$ cat src/rtl/wkt_pkg.sv
package wkt_pkg;

    localparam int REG_W    = 8;
    localparam int SEL_W    = 3;
    localparam int NUM_CODE = (1 << SEL_W) - 1;

    // register bit positions
    localparam int FLAG_BIT = 7;
    localparam int ACK_BIT  = 6;
    localparam int EN_BIT   = 4;
    localparam int SEL_LSB  = 0;

    typedef logic [SEL_W-1:0] sel_t;

    typedef struct packed {
        logic flag;
        logic en;
        sel_t sel;
    } ctrl_t;

endpackage

$ cat src/rtl/wkt_divider.sv
module wkt_divider
    import wkt_pkg::*;
#(
    parameter int BASE_LOG2 = 2
) (
    input  logic clk,
    input  logic rst_n,
    input  sel_t sel,
    input  logic restart,
    output logic expire
);
    localparam int CNT_W = BASE_LOG2 + NUM_CODE - 1;

    typedef struct packed {
        logic [CNT_W-1:0] cnt;
    } div_state_t;

    div_state_t st_d, st_q;
    logic [CNT_W-1:0] term [0:NUM_CODE];
    logic hit;

    // terminal count per select code, each tap doubling the previous one
    for (genvar g = 0; g <= NUM_CODE; g++) begin : g_term
        if (g == 0) begin : g_off
            assign term[g] = '0;
        end else begin : g_tap
            assign term[g] = {CNT_W{1'b1}} >> (NUM_CODE - g);
        end
    end

    always_comb begin
        st_d   = st_q;
        hit    = (sel != '0) && (st_q.cnt == term[sel]);
        expire = hit && !restart;
        if (restart || sel == '0 || hit) begin
            st_d.cnt = '0;
        end else begin
            st_d.cnt = st_q.cnt + 1'b1;
        end
    end

    always_ff @(posedge clk or negedge rst_n) begin
        if (!rst_n) begin
            st_q <= '0;
        end else begin
            st_q <= st_d;
        end
    end

    AST_RESTART_ZERO: assert property (@(posedge clk) disable iff (!rst_n)
        restart |=> (st_q.cnt == '0));

    AST_CNT_IN_RANGE: assert property (@(posedge clk) disable iff (!rst_n)
        st_q.cnt <= term[sel]);

endmodule

$ cat src/rtl/wkt_regs.sv
module wkt_regs
    import wkt_pkg::*;
(
    input  logic             clk,
    input  logic             rst_n,
    input  logic             wr_en,
    input  logic [REG_W-1:0] wdata,
    input  logic             expire,
    output sel_t             sel_q,
    output logic             en_q,
    output logic             flag_q,
    output logic             restart,
    output logic [REG_W-1:0] rdata
);
    ctrl_t ctrl_d, ctrl_q;
    sel_t  wsel;
    logic  ack;

    always_comb begin
        wsel    = wdata[SEL_LSB +: SEL_W];
        ack     = wr_en && wdata[ACK_BIT];
        restart = wr_en && (wsel != ctrl_q.sel);
        ctrl_d  = ctrl_q;
        if (wr_en) begin
            ctrl_d.sel = wsel;
            ctrl_d.en  = wdata[EN_BIT];
        end
        ctrl_d.flag = (ctrl_q.flag && !ack) || expire;

        rdata                      = '0;
        rdata[FLAG_BIT]            = ctrl_q.flag;
        rdata[EN_BIT]              = ctrl_q.en;
        rdata[SEL_LSB +: SEL_W]    = ctrl_q.sel;
    end

    always_ff @(posedge clk or negedge rst_n) begin
        if (!rst_n) begin
            ctrl_q <= '0;
        end else begin
            ctrl_q <= ctrl_d;
        end
    end

    assign sel_q  = ctrl_q.sel;
    assign en_q   = ctrl_q.en;
    assign flag_q = ctrl_q.flag;

    AST_ACK_CLEARS: assert property (@(posedge clk) disable iff (!rst_n)
        (wr_en && wdata[ACK_BIT] && !expire) |=> !ctrl_q.flag);

    AST_EXPIRE_WINS: assert property (@(posedge clk) disable iff (!rst_n)
        expire |=> ctrl_q.flag);

    AST_FLAG_HOLDS: assert property (@(posedge clk) disable iff (!rst_n)
        (!expire && !(wr_en && wdata[ACK_BIT])) |=> $stable(ctrl_q.flag));

endmodule

$ cat src/rtl/wakeup_timer.sv
module wakeup_timer
    import wkt_pkg::*;
#(
    parameter int BASE_LOG2 = 2
) (
    input  logic             clk,
    input  logic             rst_n,
    input  logic             reg_wr,
    input  logic [REG_W-1:0] reg_wdata,
    output logic [REG_W-1:0] reg_rdata,
    output logic             irq
);
    sel_t sel;
    logic en, flag, restart, expire;

    wkt_regs u_regs (
        .clk     (clk),
        .rst_n   (rst_n),
        .wr_en   (reg_wr),
        .wdata   (reg_wdata),
        .expire  (expire),
        .sel_q   (sel),
        .en_q    (en),
        .flag_q  (flag),
        .restart (restart),
        .rdata   (reg_rdata)
    );

    wkt_divider #(.BASE_LOG2(BASE_LOG2)) u_div (
        .clk     (clk),
        .rst_n   (rst_n),
        .sel     (sel),
        .restart (restart),
        .expire  (expire)
    );

    assign irq = flag && en;

    AST_OFF_NO_SET: assert property (@(posedge clk) disable iff (!rst_n)
        (sel == '0) |=> !$rose(flag));

endmodule

$ cat config.mk
export PLATFORM = sky130hd
export DESIGN_NAME = wakeup_timer
export DESIGN_NICKNAME = d
export VERILOG_FILES = /design/src/rtl/wkt_pkg.sv /design/src/rtl/wkt_divider.sv /design/src/rtl/wkt_regs.sv /design/src/rtl/wakeup_timer.sv
export SDC_FILE = /design/constraint.sdc
export NUM_CORES = 1
export LEC_CHECK = 0
export ABC_AREA = 1
export ABC_CLOCK_PERIOD_IN_PS = 1150
export BUFFER_PORTS_ARGS = -buffer_cell sky130_fd_sc_hd__buf_2
export CORE_UTILIZATION = 46
export CTS_BUF_LIST = sky130_fd_sc_hd__clkbuf_16
export CTS_CLUSTER_DIAMETER = 200
export CTS_CLUSTER_SIZE = 12
export DETAILED_ROUTE_END_ITERATION = 16
export MAX_ROUTING_LAYER = met4
export PLACE_DENSITY = 0.73
export RECOVER_POWER = 25
export SLEW_MARGIN = 5
export SYNTH_ARGS = -nofsm -noshare
export SYNTH_HDL_FRONTEND = slang
export SYNTH_SLANG_ARGS = --single-unit
$ cat constraint.sdc
create_clock -name clk -period 1.15 [get_ports clk]
set_input_delay 0.0575 -clock clk [delete_from_list [all_inputs] [get_ports clk]]
set_output_delay 0.0575 -clock clk [all_outputs]
set_load 0.01 [all_outputs]
==> out/results.md <==
| Stage | Item | This run |
|:---|:---|:---|
| drt | Final routed wire length divided by cell count | 10.71 um |
| sta | Highest achievable clock rate | 0.7559 GHz |
| floorplanning | Horizontal die dimension | 44.98 um |
| floorplanning | Std-Cell Core Area | 1727 um^2 |
| setup path | Type of the worst setup path | flip-flop to flip-flop |
| run | Max_cap viols | 0 |
| global route | Total gr overflow | 0 |
| finish | Post-layout nets | 150 |
| floorplanning | Die H | 44.98 um |
| cts | Number of clock buffers inserted by TritonCTS | 3 |
| global route | Largest net degree at the start of global routing | 14 |
| synth | Count of warnings emitted by yosys | 0 |
| drt | Drt drc | 0 |
| global route | Number of global-route vias before repair | 654 |
| synth | Distinct cell type count after synthesis | 24 |
| setup path | Data arrival at the endpoint of the critical path | 1.45 ns |
| cts | Deepest clock path buffer count | 2 |
| finish | Area added between synthesis and finish | 29.01% |
| finish | Post-route core utilization | 63.48% |
| setup path | Critical path data required time | 1.28 ns |
| sta | Least setup slack across all paths after layout | -0.1729 ns |
| drt | Antenna viol nets, final | 0 |
| outcome | Failing checks | setup timing |
| outcome | Status | finished, violations left |
| drt | Number of detailed-routing iterations run before antenna repair | 4 |
| sta | Slew at the pin closest to its max-slew limit | 0.6935 ns |
| sta | Final critical-path share of the clock period | 115.0% |
| setup path | Type of destination of the critical path | flip-flop |
| sta | Unrepaired setup endpoints after global routing | true |
| setup path | CP startpoint kind | flip-flop |
| power and ir drop | Max IR drop VDD | 0.001176 V |
| synth | Post-Synthesis Mean Instance Area | 7.585 um^2 |
| cts | Clk Tree Root Cell | sky130_fd_sc_hd__clkbuf_16 |
| power and ir drop | Total power per unit cell area | 1312 nW/um^2 |
| drt | Routed vias/inst | 4.617 |
| drt | Iteration-0 DRC Markers | 21 |
| global route | Wire length of the first global-routing pass | 2739 um |
| min path | Worst min-delay path category | input pin to flip-flop |
| cts | Clock tree from TritonCTS | built |
| sta | Final setup violation count | 9 |
| sta | Headroom to the max-slew limit | 53.77% |
| place | Sum of net half-perimeters after detailed placement | 1247 um |
| floorplanning | Die Footprint | 2023 um^2 |
| place | Port Buf Inserts | 13 |
| finish | Diodes inserted | 0 |
| power and ir drop | Leakage Power | 0.5653 nW |
| global route | Total global routing track utilization | 20.38% |
| sta | Final critical-path required period | 1.323 ns |
| place | Final weighted congestion of routability-driven global placement | 0.8451 |
| floorplanning | Site row count | 15 |
| sta | Post-route setup TNS | -1.415 ns |
| finish | Design Area, Final | 1096 um^2 |
| sta | Final-report max-slew violation count | 0 |
| floorplanning | Starting Density | 49.20% |
| sta | Hold violation total from the final report | 0 |
| drt | Routed via count | 748 |
| cts | Post-CTS clock slew at the launch and capture registers of the worst setup and hold paths | 0.04 ns |
| place | Placed inst area | 967.2 um^2 |
| setup path | Maximum net fanout on the critical path | 8 |
| synth | Gate count of the mapped netlist | 112 |
| synth | Flip-flop and latch count after synthesis | 13 |
| drt | Total wirelength of the detailed-routed design | 1735 um |
| synth | Share of the yosys chip area belonging to registers | 38.29% |
| place | DP Worst Slack | -0.2485 ns |
| sta | Final worst clock skew | 0.0008625 ns |
| floorplanning | # IOs | 20 |
| finish | Layout cells sized above 1 | 33.58% |
| synth | Area of the mapped netlist | 849.6 um^2 |
| global route | Number of antenna violations at the first check in global routing | 0 |
| cts | Number of clock sinks | 13 |
| sta | WHS | 0.05205 ns |
| cts | Worst-Skew Late Latency | 0.24 ns |
| cts | CTS HTree Levels | 1 |
## final cells by class
type / instances / area [um^2]
fillers: 147 / 630.6
multi-input cells: 80 / 421.7
flip-flops and latches: 13 / 329.1
repair buffers: 27 / 181.4
clock buffers: 3 / 75.07
inverters: 13 / 53.80
well taps: 25 / 31.28
clock inverters: 1 / 3.754
## synthesized netlist by cell type (all sizes together)
cell type / instances / area, um^2
nand3: 9 / 50.05
nand4: 3 / 25.02
o21ai: 4 / 20.01
mux2: 2 / 22.52
a21oi: 1 / 8.760
xnor2: 2 / 17.52
nand3b: 1 / 7.510
ha: 1 / 12.51
nor2: 14 / 62.56
conb: 1 / 3.750
nand2: 36 / 140.1
dfrtp: 13 / 325.3
inv: 13 / 51.30
nor3: 1 / 5.000
buf: 8 / 71.32
xor2: 3 / 26.28
## final timing paths
path	slack (ns)	cells after the start	end	from
hold / removal	0.05	2	u_regs.en_q	reg_wdata[4]
min in group asynchronous	0.37	2	u_div.st_q[3]	rst_n
max in group asynchronous	0.29	2	u_regs.sel_q[1]	rst_n
hold reg to reg	0.45	1	u_div.st_q[0]	u_div.st_q[0]
setup reg to reg	-0.17	7	u_div.st_q[6]	u_regs.sel_q[2]
setup / recovery	-0.17	7	u_div.st_q[6]	u_regs.sel_q[2]
## routing by layer
metal / part of all wire, % / wire length [um] / GRT usage (%)
met1: 47 / 810 / 23.92
met3: 3.1 / 54 / 6.000
met5: 0 / 0 / -
met4: 2.0 / 34 / 10.91
met2: 48 / 836 / 31.30
## flip-flops by register name, indices dropped and copies added, names as in the netlist
name	count
u_div.st_q	8
u_regs.en_q	1
u_regs.flag_q	1
u_regs.sel_q	3
## report_power, final
part | internal (W) | switching (W)
sequential | 0.000491 | 0.0000357
clock | 0.000458 | 0.000184
combinational | 0.000124 | 0.000146
## critical path, cell delays in order (launching register included)
cell,delay (ns)
sky130_fd_sc_hd__dfrtp_2,0.41
sky130_fd_sc_hd__buf_12,0.14
sky130_fd_sc_hd__o21ai_1,0.12
sky130_fd_sc_hd__nand3_1,0.10
sky130_fd_sc_hd__nor2_2,0.14
sky130_fd_sc_hd__nand3_2,0.12
sky130_fd_sc_hd__nand2_4,0.12
sky130_fd_sc_hd__nor2_1,0.06
## metrics by stage
stage / total power, W / cells
floorplan: 0.0007038 / 114
global placement: 0.0007644 / 155
detailed placement: 0.0007716 / 155
CTS: 0.001424 / 160
global route: 0.001515 / 162
finish: 0.001438 / 162
## placed cells by master (no fill, tap or decap), types with 3 or more instances in the layout
cell type / n
sky130_fd_sc_hd__buf_2: 12
sky130_fd_sc_hd__buf_4: 11
sky130_fd_sc_hd__clkbuf_16: 3
sky130_fd_sc_hd__conb_1: 3
sky130_fd_sc_hd__dfrtp_1: 10
sky130_fd_sc_hd__dfrtp_2: 3
sky130_fd_sc_hd__inv_1: 12
sky130_fd_sc_hd__nand2_1: 33
sky130_fd_sc_hd__nand3_1: 7
sky130_fd_sc_hd__nor2_1: 10
sky130_fd_sc_hd__nor2_2: 4
sky130_fd_sc_hd__xor2_1: 3
## what timing repair did
| action | CTS | global route |
|---|---|---|
| setup endpoints to repair | 9 | 9 |
| setup buffers | 0 | 2 |
| resized for setup | 2 | 4 |
| pin swaps | 0 | 2 |
| hold endpoints to repair | 13 | 0 |
| hold buffers | 1 | 0 |
## kinds of logic (layout without fill, tap and decap cells)
family | count (synthesis) | count (layout) | synth area share [%]
buf+inv | 21 | 44 | 14.43
other cells | 1 | 3 | 0.4414
compound gates | 5 | 5 | 3.386
mux | 2 | 2 | 2.651
flops | 13 | 13 | 38.29
xor+xnor | 5 | 5 | 5.156
simple gates | 64 | 64 | 34.17
fa+ha+maj | 1 | 1 | 1.473
Note: power is estimated with default switching activity, not from simulation.
